==> config.mk <==
export PLATFORM = sky130hd
export DESIGN_NAME = dsl_master
export DESIGN_NICKNAME = d
export VERILOG_FILES = /design/src/rtl/dsl_pkg.sv /design/src/rtl/dsl_strobe_front.sv /design/src/rtl/dsl_frame_tx.sv /design/src/rtl/dsl_frame_rx.sv /design/src/rtl/dsl_master.sv
export SDC_FILE = /design/constraint.sdc
export NUM_CORES = 1
export LEC_CHECK = 0
export BUFFER_PORTS_ARGS = -buffer_cell sky130_fd_sc_hd__buf_2
export CAP_MARGIN = 40
export CORE_MARGIN = 2
export CORE_UTILIZATION = 57
export DETAILED_ROUTE_END_ITERATION = 10
export GPL_ROUTABILITY_DRIVEN = 1
export PLACE_DENSITY_LB_ADDON = 0.3
export SKIP_CTS_REPAIR_TIMING = 1
export SYNTH_ARGS = -nofsm -noshare
export SYNTH_HDL_FRONTEND = slang
export SYNTH_HIERARCHICAL = 1
export SYNTH_SLANG_ARGS = --single-unit
==> constraint.sdc <==
create_clock -name clk -period 2.6 [get_ports clk]
set_clock_uncertainty 0.15 [all_clocks]
set_input_delay 0.78 -clock clk [delete_from_list [all_inputs] [get_ports clk]]
set_output_delay 0.78 -clock clk [all_outputs]
set_load 0.02 [all_outputs]
==> src/rtl/dsl_pkg.sv <==
// Shared types for the master link serializer.
package dsl_pkg;
    // Transaction engine states: idle, shifting out, receiving, holding read data.
    typedef enum logic [1:0] {
        ST_IDLE = 2'd0,
        ST_SEND = 2'd1,
        ST_RECV = 2'd2,
        ST_HOLD = 2'd3
    } link_state_t;
endpackage

==> src/rtl/dsl_strobe_front.sv <==
// Strobe front end: synchronizes the three possible strobe sources into clk,
// selects the active one and reports its rising and falling edges.
// Assumes SYNC_STAGES >= 2 and that the mode/select inputs change only while
// every candidate strobe sits at its idle high level.
module dsl_strobe_front #(
    parameter int SYNC_STAGES = 2
) (
    input  logic clk,
    input  logic rst_n,
    input  logic strb0_i,
    input  logic strb1_i,
    input  logic sclk_i,
    input  logic par_mode_i,
    input  logic sel_i,
    output logic rise_o,
    output logic fall_o,
    output logic cs_o
);
    localparam int NSRC = 3;

    logic [NSRC-1:0] raw;
    logic [NSRC-1:0] synced;
    logic            act;
    logic            act_q;

    assign raw = {sclk_i, strb1_i, strb0_i};

    generate
        for (genvar g = 0; g < NSRC; g++) begin : g_sync
            logic [SYNC_STAGES-1:0] chain;
            // Shift the raw strobe through the synchronizer chain; idle level is high.
            always_ff @(posedge clk) begin
                if (!rst_n) chain <= '1;
                else        chain <= {chain[SYNC_STAGES-2:0], raw[g]};
            end
            assign synced[g] = chain[SYNC_STAGES-1];
        end
    endgenerate

    // Pick the active strobe from mode and select.
    always_comb begin
        if (sel_i)           act = synced[1];
        else if (par_mode_i) act = synced[0];
        else                 act = synced[2];
    end

    // Remember the previous active level for edge detection.
    always_ff @(posedge clk) begin
        if (!rst_n) act_q <= 1'b1;
        else        act_q <= act;
    end

    assign rise_o = act & ~act_q;
    assign fall_o = ~act & act_q;
    assign cs_o   = synced[0];
endmodule

==> src/rtl/dsl_frame_tx.sv <==
// Frame shifter: loads a left-aligned frame and a bit count, then sends one
// bit per cycle MSB first with lnk_clk_o high. Outputs are low when empty.
// Assumes load_i is only raised while no frame is in flight.
module dsl_frame_tx #(
    parameter int SH_W = 27
) (
    input  logic                       clk,
    input  logic                       rst_n,
    input  logic                       load_i,
    input  logic [SH_W-1:0]            word_i,
    input  logic [$clog2(SH_W+1)-1:0]  len_i,
    output logic                       lnk_clk_o,
    output logic                       lnk_dat_o,
    output logic                       last_o
);
    localparam int LEN_W = $clog2(SH_W + 1);

    logic [SH_W-1:0]  sh;
    logic [LEN_W-1:0] cnt;

    // Load a new frame or advance the one in flight.
    always_ff @(posedge clk) begin
        if (!rst_n) begin
            sh  <= '0;
            cnt <= '0;
        end else if (load_i) begin
            sh  <= word_i;
            cnt <= len_i;
        end else if (cnt != '0) begin
            sh  <= sh << 1;
            cnt <= cnt - 1'b1;
        end
    end

    assign lnk_clk_o = (cnt != '0);
    assign lnk_dat_o = (cnt != '0) && sh[SH_W-1];
    assign last_o    = (cnt == LEN_W'(1));
endmodule

==> src/rtl/dsl_frame_rx.sv <==
// Return-frame receiver: while enabled, waits for a start bit of 1 and then
// collects WORD_W bits MSB first, one per cycle with rx_clk_i high.
// done_o is a one-cycle strobe together with the complete word.
module dsl_frame_rx #(
    parameter int WORD_W = 24
) (
    input  logic              clk,
    input  logic              rst_n,
    input  logic              en_i,
    input  logic              rx_clk_i,
    input  logic              rx_dat_i,
    output logic              done_o,
    output logic [WORD_W-1:0] word_o
);
    localparam int CNT_W = $clog2(WORD_W + 1);

    logic              started;
    logic [CNT_W-1:0]  cnt;
    logic [WORD_W-1:0] sh;
    logic              last_bit;

    assign last_bit = started && (cnt == CNT_W'(WORD_W - 1));

    // Hunt for the start bit, then shift in the payload bits.
    always_ff @(posedge clk) begin
        if (!rst_n || !en_i) begin
            started <= 1'b0;
            cnt     <= '0;
            sh      <= '0;
        end else if (rx_clk_i) begin
            if (!started) begin
                started <= rx_dat_i;
                cnt     <= '0;
            end else begin
                sh  <= {sh[WORD_W-2:0], rx_dat_i};
                cnt <= cnt + 1'b1;
                if (last_bit) started <= 1'b0;
            end
        end
    end

    assign done_o = en_i && rx_clk_i && last_bit;
    assign word_o = {sh[WORD_W-2:0], rx_dat_i};
endmodule

==> src/rtl/dsl_master.sv <==
// Master link serializer top. Turns host strobe edges into link frames:
// full write frames, short control frames for reads and SPI pass-through,
// and for reads a turnaround that receives and holds the returned data.
// Assumes host inputs stay stable from the strobe edge until the frame is
// loaded (synchronizer delay plus one cycle).
module dsl_master #(
    parameter int DATA_W      = 18,
    parameter int CTL_W       = 6,
    parameter int SYNC_STAGES = 2
) (
    input  logic              clk,
    input  logic              rst_n,
    input  logic              par_mode,
    input  logic              host_sel,
    input  logic              host_rw,
    input  logic [CTL_W-1:0]  host_ctl,
    input  logic [DATA_W-1:0] host_dat,
    input  logic              strb0,
    input  logic              strb1,
    output logic [DATA_W-1:0] rd_dat,
    output logic              rd_drive,
    output logic              rd_err,
    output logic              overrun,
    output logic              lnk_clk,
    output logic              lnk_dat,
    output logic              lnk_oe,
    input  logic              lnk_rx_clk,
    input  logic              lnk_rx_dat
);
    import dsl_pkg::*;

    localparam int HDR_W = CTL_W + 2;
    localparam int SH_W  = 1 + HDR_W + DATA_W;
    localparam int LEN_W = $clog2(SH_W + 1);
    localparam int RX_W  = DATA_W + CTL_W;

    link_state_t       state;
    logic              is_rd;
    logic              rise, fall, cs;
    logic              spi_ch0, wr_trig, rd_trig, trig, ctl_only, load;
    logic [CTL_W-1:0]  ctl_eff;
    logic [SH_W-1:0]   tx_word;
    logic [LEN_W-1:0]  tx_len;
    logic              tx_last;
    logic              rx_done;
    logic [RX_W-1:0]   rx_word;

    dsl_strobe_front #(.SYNC_STAGES(SYNC_STAGES)) u_front (
        .clk        (clk),
        .rst_n      (rst_n),
        .strb0_i    (strb0),
        .strb1_i    (strb1),
        .sclk_i     (host_ctl[CTL_W-1]),
        .par_mode_i (par_mode),
        .sel_i      (host_sel),
        .rise_o     (rise),
        .fall_o     (fall),
        .cs_o       (cs)
    );

    // Classify the detected edge into write/read start and build the frame.
    always_comb begin
        spi_ch0  = !par_mode && !host_sel;
        wr_trig  = rise && (spi_ch0 || !host_rw);
        rd_trig  = fall && !spi_ch0 && host_rw;
        trig     = wr_trig || rd_trig;
        ctl_only = spi_ch0 || rd_trig;
        load     = trig && (state == ST_IDLE);
        ctl_eff  = spi_ch0 ? {cs, host_ctl[CTL_W-2:0]} : host_ctl;
        tx_word  = {1'b1, host_sel, host_rw, ctl_eff,
                    (ctl_only ? {DATA_W{1'b0}} : host_dat)};
        tx_len   = ctl_only ? LEN_W'(HDR_W + 1) : LEN_W'(SH_W);
    end

    dsl_frame_tx #(.SH_W(SH_W)) u_tx (
        .clk       (clk),
        .rst_n     (rst_n),
        .load_i    (load),
        .word_i    (tx_word),
        .len_i     (tx_len),
        .lnk_clk_o (lnk_clk),
        .lnk_dat_o (lnk_dat),
        .last_o    (tx_last)
    );

    dsl_frame_rx #(.WORD_W(RX_W)) u_rx (
        .clk      (clk),
        .rst_n    (rst_n),
        .en_i     (state == ST_RECV),
        .rx_clk_i (lnk_rx_clk),
        .rx_dat_i (lnk_rx_dat),
        .done_o   (rx_done),
        .word_o   (rx_word)
    );

    // Transaction sequencing: send, turn around for reads, hold returned data.
    always_ff @(posedge clk) begin
        if (!rst_n) begin
            state    <= ST_IDLE;
            is_rd    <= 1'b0;
            rd_dat   <= '0;
            rd_drive <= 1'b0;
            rd_err   <= 1'b0;
        end else begin
            case (state)
                ST_IDLE: if (load) begin
                    state <= ST_SEND;
                    is_rd <= rd_trig;
                end
                ST_SEND: if (tx_last) state <= is_rd ? ST_RECV : ST_IDLE;
                ST_RECV: if (rx_done) begin
                    rd_dat   <= rx_word[RX_W-1 -: DATA_W];
                    rd_err   <= |rx_word[CTL_W-1:0];
                    rd_drive <= 1'b1;
                    state    <= ST_HOLD;
                end
                ST_HOLD: if (rise) begin
                    rd_drive <= 1'b0;
                    state    <= ST_IDLE;
                end
                default: state <= ST_IDLE;
            endcase
        end
    end

    // Flag start edges that arrive while a frame is in flight.
    always_ff @(posedge clk) begin
        if (!rst_n) overrun <= 1'b0;
        else        overrun <= trig && (state == ST_SEND || state == ST_RECV);
    end

    assign lnk_oe = (state != ST_RECV);
endmodule

# Word level (Yosys, flattened, before mapping)
# Cells that the tools add are included.
dict set report totals {
  output_inout_bits 24
  register_bits 92
  elab_cells 83
  input_bits 33
}
dict set report classes {
  n_reduce_logical 31
  add_sub_neg 2
  bitwise 4
  eq_ne 10
  muxes 21
}
# op n
set ops {}
lappend ops {{two-way mux 27 bit} 2}
lappend ops {{two-way mux 5 bit} 4}
lappend ops {{two-way mux 18 bit} 1}
lappend ops {{logical AND 1 bit} 10}
lappend ops {{two-way mux 2 bit} 5}
lappend ops {{inequality test 2 bit, second input constant} 5}
lappend ops {{case mux 2 bit (4 select lines)} 1}
lappend ops {{logical NOT 1 bit} 6}
lappend ops {{two-way mux 1 bit} 6}
lappend ops {{two-way mux 6 bit} 1}
lappend ops {{AND reduction 2 bit} 3}
lappend ops {{OR reduction 6 bit} 1}
lappend ops {{adder 5 x 1 -> 5 bit, second input constant} 1}
lappend ops {{equality test 5 x 1 -> 1 bit, second input constant} 1}
lappend ops {{equality test 5 bit, second input constant} 1}
lappend ops {{logical OR 1 bit} 5}
lappend ops {{nonzero test 5 bit} 1}
lappend ops {{subtractor 5 x 1 -> 5 bit, second input constant} 1}
lappend ops {{equality test 2 bit, second input constant} 2}
lappend ops {{AND reduction 4 bit} 1}
lappend ops {{nonzero test 2 bit} 2}
lappend ops {{AND reduction 3 bit} 1}
lappend ops {{AND 1 bit} 2}
lappend ops {{equality test 2 x 1 -> 1 bit, second input constant} 1}
lappend ops {{other kinds (3)} 4}

# Depth between registers and ports, before layout
# Gate-level depths: netlist of the first run.
dict set report logic_depth {
  ltp_word 10
  mapped_depth 10
  ltp_nobuf 8
}

# By module
# Netlist of the first run, hierarchy kept.
# mod instances cells_each area_each_um2 seq_area_each_um2
set by_module_without_submodules {}
lappend by_module_without_submodules {dsl_frame_tx 1 186 1433.9 640.6}
lappend by_module_without_submodules {dsl_master 1 148 1183.6 480.5}
lappend by_module_without_submodules {dsl_frame_rx 1 137 1102.3 580.6}
lappend by_module_without_submodules {dsl_strobe_front 1 20 235.2 140.1}

# Worst setup path before layout of the first run
# OpenSTA, ideal clock, no wires.
dict set report synth_timing {
  path_kind {in2reg}
  start {input port lnk_rx_clk}
  end {register state[0]}
  required_ns 2.335
  arrival_ns 2.227
  path_stages 7
  path_buffers 1
  setup_ns 0.115
  setup_slack_ns 0.108
  path_cell_list {buf_4 nand2_2 nor4b_1 and2_1 o221ai_1 or4_1 and3_1}
}
dict set report synth_via {
  elab_chain_cells 4
}
# element line
set synth_lines {}
lappend synth_lines {{start, declared} dsl_master.sv:27} ;# input logic lnk_rx_clk,
lappend synth_lines {{logical AND 1 bit (2 in a row)} dsl_frame_rx.sv:42} ;# assign done_o = en_i && rx_clk_i && last_bit;
lappend synth_lines {{via rx_done} dsl_master.sv:45} ;# logic rx_done;
lappend synth_lines {{inequality test 2 bit (no line)} n/a}
lappend synth_lines {{AND reduction 4 bit (no line)} n/a}
lappend synth_lines {{end signal, assigned} dsl_master.sv:110} ;# ST_SEND: if (tx_last) state <= is_rd ? ST_RECV : ST_IDLE;
lappend synth_lines {{end, declared} dsl_master.sv:37} ;# link_state_t state;
# The timed path passes the listed nets, and every way through them passes these cells.
# A chain may end at the register's enable or synchronous reset.

# Final worst setup path of the first run
dict set report layout_timing {
  start {register u_tx.cnt[0]}
  end {output port lnk_dat}
}
dict set report layout_via {
  elab_chain_cells 2
}
# element line
set layout_lines {}
lappend layout_lines {{start, declared} dsl_frame_tx.sv:19} ;# logic [LEN_W-1:0] cnt;
lappend layout_lines {{start signal, assigned} dsl_frame_tx.sv:28} ;# cnt <= len_i;
lappend layout_lines {{start signal, assigned} dsl_frame_tx.sv:31} ;# cnt <= cnt - 1'b1;
lappend layout_lines {{nonzero test 5 bit} dsl_frame_tx.sv:36} ;# assign lnk_dat_o = (cnt != '0) && sh[SH_W-1];
lappend layout_lines {{logical AND 1 bit} dsl_frame_tx.sv:36}
lappend layout_lines {{end, declared} dsl_master.sv:25} ;# output logic lnk_dat,
# Every way passes these cells.

==> results of run 1 <==
-- routing by layer --
metal	vias up	global-route usage
li1	1762	-
met1	1578	0.288
met2	72	0.364
met3	8	0.0588
met4	0	0.0853
met5	-	0
-- power groups by stage --
stage	Combinational, mW	Clock (mW)	Sequential [mW]
final	0.909	0.965	1.64
after global routing	1.02	1.04	1.66
after floorplan	0.669	0	1.65
after detailed placement	0.832	0	1.67
after global placement	0.799	0	1.66
after CTS	0.835	0.988	1.64
-- kinds of logic after synthesis --
kind of cell	Yosys count	synth area share
xor gates and xnor gates	2	0.00443
DFF	92	0.466
and+or+nand+nor	218	0.251
adders and majority gates	8	0.0253
muxes	3	0.00917
other	2	0.00190
buffers and inverters	44	0.0528
AOI/OAI and AO/OA	122	0.189
-- area by class of cell --
| cell class | instances | area share |
|---|---|---|
| repair buffers | 76 | 0.102 |
| well taps | 80 | 0.0219 |
| multi-input cells | 357 | 0.421 |
| inverters | 11 | 0.00902 |
| flip-flops and latches | 92 | 0.403 |
| clock buffers | 9 | 0.0271 |
| clock inverters | 7 | 0.0164 |
-- path summary, 6_finish.rpt --
path	to	depth (start not counted)	from
hold reg to reg	u_front/g_sync[0].chain[1]	1	u_front/g_sync[0].chain[0]
setup / recovery	lnk_dat	6	u_tx/cnt[0]
setup reg to reg	state[0]	7	u_rx/cnt[0]
hold / removal	u_front/g_sync[0].chain[1]	1	u_front/g_sync[0].chain[0]
-- placed cells by master (no fill, tap or decap), types with 3 or more instances in the layout --
cell type and n:
nand2b_1 10, nor2b_1 4, ha_1 7, conb_1 4, nand4_1 3, inv_1 8, nor3_1 5, dfxtp_1 91
a31oi_1 26, buf_4 17, inv_2 3, a21boi_0 21, nand3_1 14, nand2_1 141, and2_1 23, clkbuf_8 9
a21oi_1 31, buf_12 3, nor2_1 8, buf_2 56, o21ai_0 31
-- worst max-delay path: cells and delay by family (launching register included) --
| family | cells | cell delay, ns |
|---|---|---|
| and+or+nand+nor | 2 | 0.39 |
| DFF | 1 | 0.35 |
| adders and majority gates | 1 | 0.15 |
| buffers and inverters | 3 | 0.33 |
-- metrics by stage --
step / instances / hold slack (ns) / util
2_1_floorplan: 493 / 0.236 / -
3_3_place_gp: 613 / 0.243 / 0.642
3_5_place_dp: 613 / 0.242 / 0.642
4_1_cts: 629 / 0.267 / 0.672
5_1_grt: 632 / 0.274 / 0.677
6_report: 632 / 0.266 / 0.677
-- state kept, by name, summed over array words and instances, names as in the netlist, 5 cells and up, named ones only --
register / cells
u_tx/sh: 27
rd_dat: 18
u_tx/cnt: 5
u_front/g_sync.chain: 6
u_rx/sh: 23
u_rx/cnt: 5
==> impl_metrics.env, run 1 <==
export IMPL_grt_pass1_vias=3203
export IMPL_vias=3420
export IMPL_required_ns=1.67
export IMPL_place_congestion=0.875
export IMPL_ys_ff_latch=92
export IMPL_fin_nets=588
export IMPL_yosysUniqueCellTypes=43
export IMPL_rsz0062_at_grt="false"
export IMPL_fp_dieW_um=87.3
export IMPL_combPwrFrac=0.258
export IMPL_drt_wirelength_per_cell_um=12.7
export IMPL_numPortBuffers=56
export IMPL_power_total_mw=3.52
export IMPL_drv_cap=0
export IMPL_dr_pass1_iters=4
export IMPL_arrival_ns=1.58
export IMPL_clk_latency_ns=0.36
export IMPL_synthFlopType="dfxtp_1"
export IMPL_setup_ws_ns=0.0887
export IMPL_dpl_worst_slack_ns=-0.0302
export IMPL_max_freq_mhz=398
export IMPL_hold_class="register to register"
export IMPL_path_class="register to output port"
export IMPL_hold_viol_final=0
export IMPL_start_util=0.585
export IMPL_tritoncts="built"
export IMPL_post_route_min_period_ns=2.51
export IMPL_dp_hpwl_um=5380
export IMPL_antenna_found_initial=0
export IMPL_n_fill_cell=564
export IMPL_min_period_over_period=0.966
export IMPL_power_report_internal_total_mw=2.36
export IMPL_fin_tns_setup_ns=0
export IMPL_drive_gt1_frac=0.190
export IMPL_crit_path_end_kind="output port"
export IMPL_clk_pin_slew_ns=0.08
export IMPL_placed_cell_area_um2=4340
export IMPL_outcome="complete, no violations"
export IMPL_p_leak_nw=1.72
export IMPL_cts_sinks=92
export IMPL_async_flop_share=0
export IMPL_synth_most_common_cell="nand2_1"
export IMPL_p_switching_mw=1.16
export IMPL_synth_warnings=6
export IMPL_top_layer_used="met4"
export IMPL_slowest_delay_ns=0.35
export IMPL_drt_initial_drc_count=193
export IMPL_critPathSlowestCell="dfxtp_2"
export IMPL_vias_per_cell=5.41
export IMPL_cts_buffer_depth=2
export IMPL_synthTopCellsByArea="dfxtp_1 47%, nand2_1 13%, a31oi_1 4.1%"
export IMPL_wl_met2_um=3700
export IMPL_placementRows=30
export IMPL_root_buffer="clkbuf_8"
export IMPL_syn_area_um2=3960
export IMPL_cts_made_buffers=9
export IMPL_clkPwrFrac=0.274
export IMPL_grt_max_degree=58
export IMPL_syn_avg_cell_area_um2=8.06
export IMPL_htreeDepth=3
export IMPL_grt_ovfl_total=0
export IMPL_seqPwrFrac=0.467
export IMPL_cp_max_fo=5
export IMPL_crit_path_frequent_cell="inv_2"
export IMPL_io_pin_count=57
export IMPL_switching_share=0.328
export IMPL_grt_pass1_wl_um=13900
export IMPL_design_area_um2=4580
export IMPL_ir_drop_mv=0.433
export IMPL_slew_violations=0
export IMPL_regArea_um2=1840
export IMPL_dieArea_um2=7620
export IMPL_synth_seq_area_share=0.466
export IMPL_die_h_um=87.3
export IMPL_met3_length_um=413
export IMPL_ant_nets=0
export IMPL_synth_edff_count=0
export IMPL_synth_top_area_share=0.466
export IMPL_core_area_um2=6760
export IMPL_synth_top_cell_by_area="dfxtp_1"
export IMPL_drc=0
export IMPL_syn_instance_count=491
export IMPL_cp_start_kind="register"
export IMPL_report_final_setup_viol=0
export IMPL_syn_to_final_growth_pct=15.7
export IMPL_multi_input_area_um2=1920
export IMPL_drt_wl_total_um=8030
export IMPL_reg2reg_slack_ns=0.27
export IMPL_n_antenna_cell=0
export IMPL_track_usage=0.225
export IMPL_yosys_top_cells_count="141 x nand2_1, 92 x dfxtp_1, 31 x a21oi_1, 31 x o21ai_0, 26 x a31oi_1"
export IMPL_drt_met1_wl_um=3840
export IMPL_power_density_nw_per_um2=769
export IMPL_crit_chain="inv_2, ha_4, nor4b_4, inv_2, and2_1, buf_2"
Note: power is estimated with default switching activity, not from simulation.
==> run 2, diff against run 1 <==
PLACE_DENSITY = 0.82   (was unset)
PLACE_DENSITY_LB_ADDON = unset   (was 0.3)
REMOVE_ABC_BUFFERS = 1   (was unset)
==> run 2 against run 1 <==
Setup slack better by 0.0053 ns. Total power down 0.69%. First-iteration DRC count rose by 2.1%. Sequential share of layout area down 0.060 points. Register-to-register slack improved by 0.03 ns. Clock-buffer cell count unchanged. Non-clock buffer count increased by 3. Critical path depth unchanged. Critical endpoint unchanged. Highest routed layer unchanged.
==> impl_metrics.env, run 2 (synthesized netlist as in run 1, its figures left out) <==
export IMPL_drc=0
export IMPL_fp_dieW_um=87.3
export IMPL_cts_sinks=92
export IMPL_crit_start="u_tx/cnt[0]"
export IMPL_regMostFlops="u_tx/sh"
export IMPL_top_regs="u_tx/sh x27, u_rx/sh x23, rd_dat x18"
export IMPL_io_pin_count=57
export IMPL_numPortBuffers=56
export IMPL_drt_wl_total_um=8000
export IMPL_cts_made_buffers=9
export IMPL_largest_reg_flops=27
export IMPL_arrival_ns=1.58
export IMPL_final_core_util=0.678
export IMPL_p_leak_nw=1.72
export IMPL_antenna_found_initial=0
export IMPL_grt_max_degree=70
export IMPL_dp_hpwl_um=5190
export IMPL_clk_pin_slew_ns=0.08
export IMPL_syn_to_final_growth_pct=15.8
export IMPL_dp_cells=615
export IMPL_drive_gt1_frac=0.190
export IMPL_place_congestion=0.850
export IMPL_min_period_over_period=0.964
export IMPL_final_cell_mix="141 x nand2_1, 92 x dfxtp_1, 56 x buf_2"
export IMPL_grt_ovfl_total=0
export IMPL_fin_tns_setup_ns=0
export IMPL_fin_nets=591
export IMPL_worstRegToRegCells=9
export IMPL_grt_pass1_wl_um=13300
export IMPL_cp_start_kind="register"
export IMPL_hold_class="register to register"
export IMPL_final_common_cell="nand2_1"
export IMPL_track_usage=0.215
export IMPL_hold_viol_final=0
export IMPL_vias=3432
export IMPL_dr_pass1_iters=4
export IMPL_dieArea_um2=7620
export IMPL_rsz0062_at_grt="false"
export IMPL_worstReg2RegStart="u_rx/cnt[0]"
export IMPL_ant_nets=0
export IMPL_slew_violations=0
export IMPL_power_total_mw=3.49
export IMPL_cp_max_fo=4
export IMPL_cts_buffer_depth=2
export IMPL_clk_latency_ns=0.35
export IMPL_outcome="complete, no violations"
export IMPL_holdWs_ns=0.276
export IMPL_report_final_setup_viol=0
export IMPL_die_h_um=87.3
export IMPL_placementRows=30
export IMPL_core_area_um2=6760
export IMPL_crit_path_end_kind="output port"
export IMPL_n_antenna_cell=0
export IMPL_drt_wirelength_per_cell_um=12.6
export IMPL_required_ns=1.67
export IMPL_hold_depth=1
export IMPL_root_buffer="clkbuf_8"
export IMPL_path_class="register to output port"
export IMPL_stdcell_count=633
export IMPL_ir_drop_mv=0.802
export IMPL_tritoncts="built"
export IMPL_drt_initial_drc_count=197
export IMPL_grt_pass1_vias=3086
export IMPL_vias_per_cell=5.42
export IMPL_drv_cap=0
export IMPL_critPathCapture="lnk_dat"
export IMPL_start_util=0.585
export IMPL_reg2reg_slack_ns=0.30
export IMPL_post_route_min_period_ns=2.51
export IMPL_power_density_nw_per_um2=763
export IMPL_max_freq_mhz=399
export IMPL_htreeDepth=3
[run 2: how the worst min path moves through the flow]
stage | start | slack [ns] | end
floorplan | u_front/g_sync[0].chain[0] | 0.24 | u_front/g_sync[0].chain[1]
global placement | u_front/g_sync[0].chain[0] | 0.24 | u_front/g_sync[0].chain[1]
detailed placement | u_front/g_sync[0].chain[0] | 0.25 | u_front/g_sync[0].chain[1]
CTS | u_front/g_sync[0].chain[0] | 0.28 | u_front/g_sync[0].chain[1]
global route | u_front/g_sync[1].chain[0] | 0.30 | u_front/g_sync[1].chain[1]
finish | u_front/g_sync[0].chain[0] | 0.28 | u_front/g_sync[0].chain[1]
[run 2: cell type report]
type,instances,area (um2)
clock buffer,9,124
clock inverter,5,55.1
fill,564,2180
inverter,11,43.8
multi-input combinational,357,1920
sequential,92,1840
tap,80,100
timing repair buffer,79,490
[run 2: layer usage]
metal	part of all wire	global-route usage	routed length, um	up-vias
met1	0.46	0.261	3660	1576
met3	0.034	0.0294	274	12
met2	0.49	0.377	3910	79
li1	-	-	-	1765
met4	0.018	0.0937	145	0
met5	0	0	0	-
[run 2: critical path, cell delays in order, from the launching register on]
cell and delay (ns):
dfxtp_1 0.35, inv_2 0.09, ha_4 0.14, nor4b_4 0.27, inv_4 0.06, and2_1 0.17
buf_2 0.15
[run 2: per-stage QoR]
stage                     worst slack, ns  cell area (um2)
after global placement             0.0854             4360
after global routing              0.00553             4580
after floorplan                    -0.516             3790
after CTS                          -0.128             4530
after detailed placement          -0.0594             4360
final                              0.0941             4580
[run 2: power breakdown]
part           leakage (nW)  total, mW  switching [mW]  internal, mW
clock                0.0870      0.905           0.474         0.430
sequential            0.748       1.64          0.0962          1.54
combinational         0.886      0.949           0.564         0.385
total                  1.72       3.49            1.13          2.36
==> run 3, diff against run 2 <==
PLACE_DENSITY = 0.9   (was 0.82)
RECOVER_POWER = 100   (was unset)
==> run 3 against run 2 <==
Combinational power is 2.5% higher. Wire length is 3.9% higher. Register-to-register slack worse by 0.02 ns. Hold slack worse by 0.011 ns. Total power is 0.47% higher. Final cell count is 0.47% higher. Via count is 2.7% higher. Clock-buffer cell count stayed put. Global-route usage is 0.82 points higher. Sequential share of layout area is 0.22 points higher. Clock power is 1% lower. Die area stayed put. Critical endpoint unchanged. Largest power group unchanged.
==> impl_metrics.env, run 3 (synthesized netlist as in run 1, its figures left out) <==
export IMPL_antenna_found_initial=0
export IMPL_drc=0
export IMPL_tritoncts="built"
export IMPL_worstSetupPathDepth=6
export IMPL_fin_nets=592
export IMPL_tightest_slew_ns=0.988
export IMPL_htreeDepth=3
export IMPL_cts_buffer_depth=2
export IMPL_placementRows=30
export IMPL_fp_dieW_um=87.3
export IMPL_dp_cells=615
export IMPL_numPortBuffers=56
export IMPL_design_area_um2=4560
export IMPL_largest_reg_flops=27
export IMPL_dr_pass1_iters=5
export IMPL_arrival_ns=1.63
export IMPL_die_h_um=87.3
export IMPL_io_pin_count=57
export IMPL_place_congestion=0.834
export IMPL_critPathSlowestCell="dfxtp_2"
export IMPL_start_util=0.585
export IMPL_placed_cell_area_um2=4370
export IMPL_slowest_delay_ns=0.35
export IMPL_min_period_over_period=0.984
export IMPL_syn_to_final_growth_pct=15.2
export IMPL_fin_tns_setup_ns=0
export IMPL_dp_hpwl_um=5570
export IMPL_path_class="register to output port"
export IMPL_drt_initial_drc_count=151
export IMPL_required_ns=1.67
export IMPL_final_common_cell="nand2_1"
export IMPL_power_density_nw_per_um2=770
export IMPL_drv_cap=0
export IMPL_hold_viol_final=0
export IMPL_ant_nets=0
export IMPL_track_usage=0.223
export IMPL_grt_pass1_vias=3131
export IMPL_grt_ovfl_total=0
export IMPL_grt_max_degree=52
export IMPL_dpl_worst_slack_ns=-0.0111
export IMPL_drive_gt1_frac=0.149
export IMPL_report_final_setup_viol=0
export IMPL_crit_path_end_kind="output port"
export IMPL_cts_made_buffers=9
export IMPL_grt_pass1_wl_um=13500
export IMPL_max_slew_margin=0.341
export IMPL_regMostFlops="u_tx/sh"
export IMPL_clk_latency_ns=0.36
export IMPL_n_antenna_cell=0
export IMPL_max_freq_mhz=391
export IMPL_root_buffer="clkbuf_8"
export IMPL_cts_sinks=92
export IMPL_vias_per_cell=5.54
export IMPL_slew_violations=0
export IMPL_final_cell_mix="141 x nand2_1, 91 x dfxtp_1, 32 x buf_2"
export IMPL_worstRegToRegCells=8
export IMPL_crit_chain="inv_2, ha_4, nor4b_4, inv_2, and2_1, buf_2"
export IMPL_post_route_min_period_ns=2.56
export IMPL_outcome="complete, no violations"
export IMPL_p_leak_nw=1.62
export IMPL_drt_wirelength_per_cell_um=13.1
export IMPL_core_area_um2=6760
export IMPL_cp_max_fo=5
export IMPL_clk_pin_slew_ns=0.09
export IMPL_vias=3524
export IMPL_path_buf_inv=3
export IMPL_stdcell_count=636
export IMPL_hold_depth=1
export IMPL_dieArea_um2=7620
export IMPL_path_delay_family="simple AND/OR/NAND/NOR gates"
export IMPL_cp_start_kind="register"
export IMPL_drt_wl_total_um=8310
export IMPL_hold_class="register to register"
export IMPL_ir_drop_mv=0.560
export IMPL_top_regs="u_tx/sh x27, u_rx/sh x23, rd_dat x18"
export IMPL_crit_path_frequent_cell="inv_2"
export IMPL_n_fill_cell=557
export IMPL_setup_ws_ns=0.0416
-- run 3: changes by cell type in the layout (fill, tap and decap cells not counted), moves of 2 or more --
cell,before,now
buf_4,20,16
inv_6,0,3
buf_2,56,32
and2_0,0,2
clkbuf_1,0,25
clkbuf_2,0,2
and2_1,23,21
-- run 3: cell type report --
class	instances	area [um2]	share of cell area
clock buffer	9	124	0.0272
timing repair buffer	80	472	0.103
sequential	92	1840	0.404
multi-input combinational	357	1920	0.421
clock inverter	7	57.6	0.0126
inverter	11	41.3	0.00906
tap	80	100	0.0220
-- run 3: path summary, 6_finish.rpt --
path                                    from                          to  slack [ns]
setup reg to reg                 u_rx/cnt[0]                    register        0.28
hold reg to reg   u_front/g_sync[0].chain[0]  u_front/g_sync[0].chain[1]        0.27
setup / recovery                 u_tx/cnt[0]                     lnk_dat        0.04
hold / removal    u_front/g_sync[0].chain[0]  u_front/g_sync[0].chain[1]        0.27
-- run 3: where the power goes --
group,total [mW],leakage [nW],switching [mW],internal [mW]
clock network,0.892,0.0886,0.530,0.362
registers,1.65,0.748,0.0991,1.55
logic,0.973,0.787,0.574,0.399
-- run 3: layer usage --
| layer | routed length [um] | track usage | up-vias |
|---|---|---|---|
| met5 | 0 | 0 | - |
| met4 | 133 | 0.0909 | 0 |
| met1 | 3380 | 0.247 | 1614 |
| li1 | - | - | 1768 |
| met3 | 492 | 0.0521 | 17 |
| met2 | 4300 | 0.406 | 125 |
-- run 3: per-stage QoR --
stage,util,power (mW),hold slack (ns)
after global placement,0.646,2.47,0.239
after floorplan,-,2.20,0.236
final,0.675,3.51,0.266
after detailed placement,0.646,2.51,0.246
after CTS,0.673,3.40,0.266
after global routing,0.675,3.70,0.283
